## src/rtl/vq_pkg.sv

```systemverilog
package vq_pkg;
    localparam int RIDX_W = 16;

    typedef enum logic [1:0] {
        SZ_16 = 2'd0,
        SZ_32 = 2'd1,
        SZ_64 = 2'd2
    } msize_e;

    typedef enum logic [3:0] {
        S_IDLE, S_RD_AVAIL, S_CHECK, S_RD_RING, S_RD_DADDR,
        S_RD_DLEN, S_CONSUME, S_WR_ELEM, S_FINISH, S_WR_IDX, S_DONE
    } st_e;

    typedef struct packed {
        logic [63:0] addr;
        logic [31:0] len;
    } desc_t;

    typedef struct packed {
        logic [31:0] used_len;
        logic [31:0] id;
    } used_elem_t;

    function automatic logic [RIDX_W-1:0] slot_of(input logic [RIDX_W-1:0] idx,
                                                   input logic [RIDX_W-1:0] qs);
        return (qs == '0) ? '0 : idx % qs;
    endfunction
endpackage

```

## src/rtl/vq_cursor.sv

```systemverilog
module vq_cursor
    import vq_pkg::*;
(
    input  logic              clk,
    input  logic              rst,
    input  logic              inc,
    input  logic [RIDX_W-1:0] avail_idx,
    output logic [RIDX_W-1:0] cur_idx,
    output logic              pending
);
    always_ff @(posedge clk) begin
        if (rst)      cur_idx <= '0;
        else if (inc) cur_idx <= cur_idx + 1'b1;
    end

    assign pending = (cur_idx != avail_idx);

    // the index only advances on an entry that was still outstanding
    assert_adv_only_pending_R2: assert property (@(posedge clk) disable iff (rst)
        inc |-> pending);
endmodule

```

## src/rtl/vq_addr_calc.sv

```systemverilog
module vq_addr_calc
    import vq_pkg::*;
#(
    parameter int ADDR_W = 64,
    parameter int QSZ_W  = 10
) (
    input  st_e               st,
    input  logic [ADDR_W-1:0] desc_base,
    input  logic [ADDR_W-1:0] avail_base,
    input  logic [ADDR_W-1:0] used_base,
    input  logic [RIDX_W-1:0] cur_idx,
    input  logic [RIDX_W-1:0] desc_id,
    input  logic [QSZ_W-1:0]  qsize,
    output logic [ADDR_W-1:0] addr,
    output msize_e            size,
    output logic              we
);
    logic [RIDX_W-1:0] slot;

    assign slot = slot_of(cur_idx, RIDX_W'(qsize));

    always_comb begin
        addr = '0;
        size = SZ_16;
        we   = 1'b0;
        case (st)
            S_RD_AVAIL: begin
                addr = avail_base;
                size = SZ_32;
            end
            S_RD_RING: begin
                addr = avail_base + ADDR_W'(4) + ADDR_W'({slot, 1'b0});
                size = SZ_16;
            end
            S_RD_DADDR: begin
                addr = desc_base + ADDR_W'({desc_id, 4'b0000});
                size = SZ_64;
            end
            S_RD_DLEN: begin
                addr = desc_base + ADDR_W'({desc_id, 4'b0000}) + ADDR_W'(8);
                size = SZ_32;
            end
            S_WR_ELEM: begin
                addr = used_base + ADDR_W'(4) + ADDR_W'({slot, 3'b000});
                size = SZ_64;
                we   = 1'b1;
            end
            S_WR_IDX: begin
                addr = used_base + ADDR_W'(2);
                size = SZ_16;
                we   = 1'b1;
            end
            default: ;
        endcase
    end
endmodule

```

## src/rtl/vq_consumer.sv

```systemverilog
module vq_consumer
    import vq_pkg::*;
#(
    parameter int ADDR_W = 64,
    parameter int QSZ_W  = 10
) (
    input  logic              clk,
    input  logic              rst,
    input  logic              notify,
    input  logic [QSZ_W-1:0]  qsize,
    input  logic [ADDR_W-1:0] desc_base,
    input  logic [ADDR_W-1:0] avail_base,
    input  logic [ADDR_W-1:0] used_base,
    output logic              busy,
    output logic              irq,
    output logic              mem_req,
    output logic              mem_we,
    output logic [1:0]        mem_size,
    output logic [ADDR_W-1:0] mem_addr,
    output logic [63:0]       mem_wdata,
    input  logic              mem_ack,
    input  logic [63:0]       mem_rdata,
    output logic              cons_valid,
    output logic [63:0]       cons_addr,
    output logic [31:0]       cons_len,
    input  logic              cons_done,
    input  logic [31:0]       cons_used
);
    st_e               st;
    logic [RIDX_W-1:0] avail_idx;
    logic [RIDX_W-1:0] cur_idx;
    logic [RIDX_W-1:0] desc_id;
    logic              pending;
    logic              no_irq;
    logic              wrote;
    logic [31:0]       used_len;
    desc_t             desc;
    used_elem_t        elem;
    msize_e            acc_size;

    vq_cursor u_cursor (
        .clk       (clk),
        .rst       (rst),
        .inc       (st == S_WR_ELEM && mem_ack),
        .avail_idx (avail_idx),
        .cur_idx   (cur_idx),
        .pending   (pending)
    );

    vq_addr_calc #(.ADDR_W(ADDR_W), .QSZ_W(QSZ_W)) u_addr (
        .st         (st),
        .desc_base  (desc_base),
        .avail_base (avail_base),
        .used_base  (used_base),
        .cur_idx    (cur_idx),
        .desc_id    (desc_id),
        .qsize      (qsize),
        .addr       (mem_addr),
        .size       (acc_size),
        .we         (mem_we)
    );

    assign mem_size = acc_size;
    assign mem_req  = (st == S_RD_AVAIL) || (st == S_RD_RING) || (st == S_RD_DADDR) ||
                      (st == S_RD_DLEN)  || (st == S_WR_ELEM) || (st == S_WR_IDX);
    assign busy       = (st != S_IDLE);
    assign cons_valid = (st == S_CONSUME);
    assign cons_addr  = desc.addr;
    assign cons_len   = desc.len;

    assign elem.used_len = used_len;
    assign elem.id       = 32'(desc_id);
    assign mem_wdata     = (st == S_WR_IDX) ? 64'(cur_idx) : elem;

    always_ff @(posedge clk) begin
        if (rst) begin
            st        <= S_IDLE;
            avail_idx <= '0;
            desc_id   <= '0;
            no_irq    <= 1'b0;
            wrote     <= 1'b0;
            used_len  <= '0;
            desc      <= '0;
            irq       <= 1'b0;
        end else begin
            irq <= 1'b0;
            case (st)
                S_IDLE: if (notify) begin
                    wrote <= 1'b0;
                    st    <= S_RD_AVAIL;
                end
                S_RD_AVAIL: if (mem_ack) begin
                    no_irq    <= mem_rdata[0];
                    avail_idx <= mem_rdata[31:16];
                    st        <= S_CHECK;
                end
                S_CHECK: st <= pending ? S_RD_RING : S_FINISH;
                S_RD_RING: if (mem_ack) begin
                    desc_id <= mem_rdata[RIDX_W-1:0];
                    st <= (mem_rdata[RIDX_W-1:0] >= RIDX_W'(qsize)) ? S_FINISH : S_RD_DADDR;
                end
                S_RD_DADDR: if (mem_ack) begin
                    desc.addr <= mem_rdata;
                    st        <= S_RD_DLEN;
                end
                S_RD_DLEN: if (mem_ack) begin
                    desc.len <= mem_rdata[31:0];
                    st <= (desc.addr == '0 || mem_rdata[31:0] == '0) ? S_FINISH : S_CONSUME;
                end
                S_CONSUME: if (cons_done) begin
                    used_len <= cons_used;
                    st <= (cons_used == '0) ? S_FINISH : S_WR_ELEM;
                end
                S_WR_ELEM: if (mem_ack) begin
                    wrote <= 1'b1;
                    st    <= S_CHECK;
                end
                S_FINISH: st <= wrote ? S_WR_IDX : S_DONE;
                S_WR_IDX: if (mem_ack) st <= S_DONE;
                S_DONE: begin
                    irq <= wrote && !no_irq;
                    st  <= S_IDLE;
                end
                default: st <= S_IDLE;
            endcase
        end
    end

    // an access stays unchanged until it is acknowledged
    assert_req_hold_R10: assert property (@(posedge clk) disable iff (rst)
        (mem_req && !mem_ack) |=> (mem_req && $stable(mem_addr) && $stable(mem_we)
                                   && $stable(mem_size)));
    // a pass begins only on a notify pulse
    assert_start_on_notify_R1: assert property (@(posedge clk) disable iff (rst)
        $rose(busy) |-> $past(notify));
    // the offer to the consumer is held until it completes
    assert_cons_hold_R4: assert property (@(posedge clk) disable iff (rst)
        (cons_valid && !cons_done) |=> (cons_valid && $stable(cons_addr) && $stable(cons_len)));
    // the consumer is never offered an out-of-range descriptor
    assert_cons_in_range_R5: assert property (@(posedge clk) disable iff (rst)
        cons_valid |-> (desc_id < RIDX_W'(qsize)));
    // the interrupt is a single-cycle pulse outside any pass
    assert_irq_pulse_R9: assert property (@(posedge clk) disable iff (rst)
        irq |=> !irq);
endmodule

```

## config.mk

```make
export PLATFORM = sky130hd
export DESIGN_NAME = vq_consumer
export DESIGN_NICKNAME = d
export VERILOG_FILES = /design/src/rtl/vq_pkg.sv /design/src/rtl/vq_cursor.sv /design/src/rtl/vq_addr_calc.sv /design/src/rtl/vq_consumer.sv
export SDC_FILE = /design/constraint.sdc
export NUM_CORES = 1
export LEC_CHECK = 0
export BUFFER_PORTS_ARGS = -buffer_cell sky130_fd_sc_hd__buf_2
export CORE_ASPECT_RATIO = 2
export CORE_MARGIN = 2
export CORE_UTILIZATION = 41
export CTS_CLUSTER_SIZE = 20
export DETAILED_ROUTE_END_ITERATION = 7
export HOLD_SLACK_MARGIN = 0.12
export MAX_ROUTING_LAYER = met4
export PLACE_DENSITY_LB_ADDON = 0.25
export SETUP_SLACK_MARGIN = 0.3
export SYNTH_ARGS = -nofsm -noshare
export SYNTH_HDL_FRONTEND = slang
export SYNTH_SLANG_ARGS = --single-unit
```

## constraint.sdc

```tcl
create_clock -name clk -period 51.2 [get_ports clk]
set_input_delay 7.68 -clock clk [delete_from_list [all_inputs] [get_ports clk]]
set_output_delay 7.68 -clock clk [all_outputs]
set_load 0.005 [all_outputs]
```

* After elaboration in Yosys (flattened, before gate mapping)
Cells that the tools add are included.
** Operators by class
- Magnitude comparators :: 1
- Bitwise gates (word level) :: 1
- Div/mod/pow operators :: 1
- Add/subtract/negate cells :: 8
- Mux-type cells :: 21
- Reduce and logical (&&, ||, !) cells :: 28
- Equal/unequal tests :: 19
** Operators by type and width (number)
- one-hot mux 64 bit (6 select lines) :: 1
- adder 64 x 3 -> 64 bit (second input constant) :: 2
- adder 64 x 17 -> 64 bit :: 1
- adder 64 x 19 -> 64 bit :: 1
- adder 64 x 2 -> 64 bit (second input constant) :: 1
- adder 64 x 20 -> 64 bit :: 1
- adder 64 x 4 -> 64 bit (second input constant) :: 1
- logical NOT 32 bit :: 2
- logical NOT 64 bit :: 1
- two-way mux 64 bit :: 1
- two-way mux 4 bit :: 11
- one-hot mux 4 bit (9 select lines) :: 1
- adder 16 x 1 -> 16 bit (second input constant) :: 1
- == test 4 x 3 -> 1 bit (second input constant) :: 4
- greater-or-equal comparator 16 x 10 -> 1 bit :: 1
- remainder unit 16 x 10 -> 16 bit :: 1
- two-way mux 16 bit :: 1
- != test 16 bit :: 1
- == test 4 bit (second input constant) :: 3
- != test 2 bit (second input constant) :: 6
- logical NOT 10 bit :: 1
- AND reduction 2 bit :: 5
- OR reduction 2 bit :: 5
- == test 4 x 2 -> 1 bit (second input constant) :: 2
- other kinds (15) :: 24
** Word-level totals
- Output and inout bits :: 231
- Input port bits :: 303
- Flip-flop bits (word level) :: 183
- Logic and storage cells :: 89

* Depth between registers and ports, before layout
- Depth after elaboration :: 6
- Depth in mapped cells :: 173

* Modules after synthesis
A second synthesis with hierarchy kept.
** Second synthesis, totals
- Cells, all modules :: 3377
- Area, all modules :: 23860.4 µm²
** By module, submodules not included
- vq_addr_calc :: instances 1, cells an instance 2367, seq. area each 0.0 µm², area an instance 15826.4 µm²
- vq_consumer :: instances 1, cells an instance 903, seq. area each 3343.2 µm², area an instance 7029.2 µm²
- vq_cursor :: instances 1, cells an instance 107, seq. area each 320.3 µm², area an instance 1004.7 µm²

* Worst setup path before layout
No wires, ideal clock.
- Kind :: input port to output port
- Start point :: input port qsize[0]
- End point :: output port mem_addr[60]
- Stages :: 160
- Data arrival time :: 40192 ps
- Setup slack :: 3328 ps
- Data required time :: 43520 ps
- Cell sequence :: inv_1 > ha_1 > or4b_1 > nor4_2 > o21ai_0 > a22oi_1 > ha_1 > o21a_1 > o211ai_1 > mux2i_1 > ha_1 > o211a_1 > o311ai_1 > o21ai_0 > ha_1 > or3_1 > o22a_1 > and2_1 > (+124 left out) > a21boi_0 > o21ai_0 > a21oi_1 > o21ai_0 > nand2b_1 > a21o_1 > a21oi_1 > nor2b_1 > o21ai_0 > nand2b_1 > and2_1 > and3_1 > clkbuf_1 > nand3_1 > nor2_1 > xor2_1 > a221oi_1 > nand3_1
** On the way
- Longest elaborated chain between the ends :: 4
- Elaborated cells on any way between the ends :: 6
** RTL lines
- start: declaration :: line vq_consumer.sv:10 : input logic [QSZ_W-1:0] qsize,
- remainder unit 16 x 10 -> 16 bit / logical NOT 10 bit (equally long branches) :: line vq_pkg.sv:27 : return (qs == '0) ? '0 : idx % qs;
- two-way mux 16 bit * :: line vq_pkg.sv:27
- adder 64 x 19 -> 64 bit / adder 64 x 17 -> 64 bit (equally long branches) :: line vq_addr_calc.sv:44, vq_addr_calc.sv:32
- one-hot mux 64 bit (6 select lines) * :: line vq_addr_calc.sv:26 : case (st)
- end: declaration :: line vq_consumer.sv:19 : output logic [ADDR_W-1:0] mem_addr,
Mark *: on every way between the ends. The rest lies on a longest branch, timed or not.

* Final worst setup path
Ends and elaborated chain as after synthesis.

==> flow_metrics.tcl <==
set metrics [dict create \
    cts_num_sinks 183 \
    drtIter0Drc 2299 \
    vias 29020 \
    layout.nets 4394 \
    synth-compound-area-share 0.2509 \
    worstReg2RegEnd "desc_id[13]" \
    yosysTopAreaCell "dfxtp_1" \
    maxSlewHeadroom 0.2180 \
    reg2reg_from "st[0]" \
    endpoint_kind "primary output" \
    holdCritStartpoint "used_len[27]" \
    rsz0062_at_grt "false" \
    crit_required_ns 43.52 \
    status "finished, violations left" \
    die_x_um 174.2 \
    start_util 0.4149 \
    dp_hpwl_mm 100.3 \
    synth_common_cells "nand2_1 (592), a21oi_1 (315), nor2_1 (218)" \
    cp_slowest_cell "a2111o_1" \
    grt_antenna_before_repair 20 \
    std_cell_rows 124 \
    grt_pass1_wl_mm 175.6 \
    leakagePower_nw 12.34 \
    min_to "used_len[27]" \
    clkTransAtPathRegs_ns 0.07 \
    yosys.area_share.simple 0.2900 \
    ant_nets 0 \
    synth_area_leaders "dfxtp_1 (15%), nand2_1 (9.4%), ha_1 (9.3%)" \
    peakVddDrop_uv 51.61 \
    critPathLaunchType "input pin" \
    htree_levels 4 \
    synth_top_family_by_area "simple AND/OR/NAND/NOR gates" \
    violations "DRC" \
    port_buffers 517 \
    cts_root_buf "clkbuf_16" \
    area_growth_pct 20.09 \
    clock_path_buffers 2 \
    cts_tree "built" \
    final_max_slew_viol_count 0 \
    ys.flop_type "dfxtp_1" \
    fin_skew_ns 0.02511 \
    yosys_warnings 0 \
    startpoint "qsize[0]" \
    synth.avg_cell_area_um2 6.972 \
    drv_cap 0 \
    drcViolationCount 4 \
    setup_ws_ns 2.418 \
    ys_types 108 \
    clk_latency_ns 0.45 \
    critPathMaxFanout 17 \
    synthMuxAreaShare 0.03592 \
    wire_per_inst_um 26.12 \
    layout-drive-gt1-share 0.2144 \
    finalSetupViolations 0 \
    yosysMostFrequentCell "nand2_1" \
    viasPerCell 6.172 \
    powerDensity_mw_per_mm2 44.49 \
    die_y_um 344.4 \
    yosysTopAreaCellShare 0.1542 \
    firstDrtPassIters 8 \
    place_ws_ns 0.6212 \
    pin_count 534 \
    arrival_ns 41.10 \
    async_flop_share 0 \
    gp_congestion 1.092 \
    core-area_mm2 0.05725 \
    synth_seq_cells 183 \
    post-route-period-util 0.9528 \
    grt_start_max_net_pins 115 \
    wl_mm 122.8 \
    syn_inst 3407 \
    max_freq_mhz 20.50 \
    fillers 6135 \
    hold_class "reg -> reg" \
    synth-edff-count 0 \
    gr-total-overflow 0 \
    first_global_vias 28500 \
    setup_tns_ns 0 \
    synthesis.area_mm2 0.02376 \
    yosys.area_share.xor_xnor 0.1165 \
    max_stage_delay_ns 0.47 \
    synth_adder_area_share 0.1010 \
    die_area_mm2 0.06000 \
    hold_depth 2 \
    multiInputGateArea_mm2 0.01919 \
    yosysSeqAreaShare 0.1542 \
    rr_worst_depth 9 \
    hold_violations 0 \
    grt_use_total 0.3999 \
    finalCriticalPeriod_ns 48.78 \
    crit_type "in -> out" \
    rrSetupSlack_ns 47.75 \
    register_area_mm2 0.003664 \
    cts_buffers 17 \
    worst_slew_pin_slew_ns 1.173 \
]
-- cell usage in the layout (no fill, tap or decap), types with 14 or more instances in the layout --
| cell | netlist | final |
|---|---|---|
| a221oi_1 | 14 | 14 |
| buf_4 | 21 | 146 |
| a222oi_1 | 23 | 23 |
| nand4_1 | 68 | 68 |
| nor2b_1 | 21 | 21 |
| nor2_1 | 218 | 216 |
| clkbuf_16 | 0 | 17 |
| o221ai_1 | 29 | 28 |
| inv_1 | 94 | 94 |
| or3_1 | 19 | 18 |
| xor2_1 | 110 | 110 |
| o21ai_0 | 133 | 131 |
| mux2_2 | 35 | 35 |
| diode_2 | 0 | 22 |
| o31ai_1 | 21 | 20 |
| o21bai_1 | 24 | 23 |
| o21a_1 | 57 | 55 |
| o22ai_1 | 24 | 24 |
| xnor2_1 | 206 | 206 |
| nand3_1 | 119 | 119 |
| buf_2 | 6 | 516 |
| nor3_1 | 96 | 94 |
| nand2b_1 | 25 | 25 |
| o21ai_1 | 25 | 26 |
| ha_1 | 177 | 175 |
| mux2i_1 | 40 | 35 |
| nand2_1 | 592 | 589 |
| a211oi_1 | 15 | 14 |
| a21oi_1 | 315 | 307 |
| or4_1 | 15 | 15 |
| and3_1 | 62 | 62 |
| a31oi_1 | 20 | 17 |
| dfxtp_1 | 183 | 183 |
| and2_1 | 70 | 67 |
| or2_2 | 17 | 17 |
| o211ai_1 | 35 | 35 |
| conb_1 | 1 | 16 |
| a21o_1 | 37 | 37 |
| nor4_1 | 61 | 60 |
-- where the power goes --
| group | total (W) | internal (W) | switching, W |
|---|---|---|---|
| logic | 0.000991 | 0.000443 | 0.000547 |
| clock network | 0.000131 | 0.0000651 | 0.0000659 |
| registers | 0.000148 | 0.000145 | 0.00000257 |
| total | 0.00127 | 0.000653 | 0.000616 |
-- state kept, by name (all words and copies together) (netlist names) --
| register | count |
|---|---|
| u_cursor.cur_idx | 16 |
| used_len | 32 |
| desc_id | 16 |
| cons_len | 32 |
| st | 4 |
| wrote | 1 |
| avail_idx | 16 |
| cons_addr | 64 |
| no_irq | 1 |
| irq | 1 |
-- area by class of cell --
class                   count  share of cell area
diodes                     22            0.001930
clock buffers              17             0.01491
clock inverters            15            0.005614
inverters                  95             0.01250
multi-input cells        2947              0.6726
flip-flops and latches    183              0.1284
well taps                 756             0.03316
repair buffers            666              0.1309
-- cell families (layout without fill, tap and decap cells) --
| group | count (synthesis) | after routing |
|---|---|---|
| adders and majority gates | 191 | 191 |
| AOI/OAI and AO/OA | 904 | 904 |
| muxes | 80 | 80 |
| and+or+nand+nor | 1440 | 1440 |
| DFF | 183 | 183 |
| xor gates and xnor gates | 316 | 316 |
| other | 1 | 38 |
| buffers and inverters | 292 | 793 |
-- timing repair --
action                                 CTS  global route
hold buffers                             0             0
resized for setup                        0            48
setup endpoints to repair                0            54
setup buffers                            0             8
endpoints found under the hold margin    0             0
-- per-stage QoR --
| stage | area, um^2 | total power (W) | hold WS (ns) | std cells | utilization |
|---|---|---|---|---|---|
| 6_report | 28530 | 0.001269 | 0.4508 | 4701 | 0.4983 |
| 3_3_place_gp | 27600 | 0.001117 | 0.4372 | 4639 | 0.4821 |
| 4_1_cts | 28180 | 0.001251 | 0.4524 | 4671 | 0.4923 |
| 3_5_place_dp | 27600 | 0.001118 | 0.4426 | 4639 | 0.4821 |
| 5_1_grt | 28520 | 0.001348 | 0.4710 | 4698 | 0.4982 |
| 2_1_floorplan | 23810 | 0.0007779 | 0.4317 | 3422 | - |
-- worst max-delay path by stage --
| stage | endpoint | slack, ns |
|---|---|---|
| floorplan | mem_addr[60] | 3.33 |
| finish | mem_addr[60] | 2.42 |
| global route | mem_addr[50] | 0.27 |
| CTS | mem_addr[60] | 0.54 |
| detailed placement | mem_addr[62] | 0.62 |
| global placement | mem_addr[60] | 0.91 |
-- worst max-delay path, delay by kind of cell --
family | cells | cell delay, ns
adder cells (fa/ha/maj) | 19 | 5.37
buffers and inverters | 12 | 1.68
AND/OR/NAND/NOR | 34 | 5.80
multiplexers | 8 | 2.05
AO/OA/AOI/OAI | 87 | 18.10
XOR/XNOR | 2 | 0.32
-- metal layers --
layer	vias up	routed length, um	global-route usage
li1	13350	-	-
met1	13630	39730	0.3644
met2	1457	61100	0.7097
met3	579	9436	0.08907
met4	0	12530	0.3298
met5	-	0	-
Power figures use the tool's default switching activity.
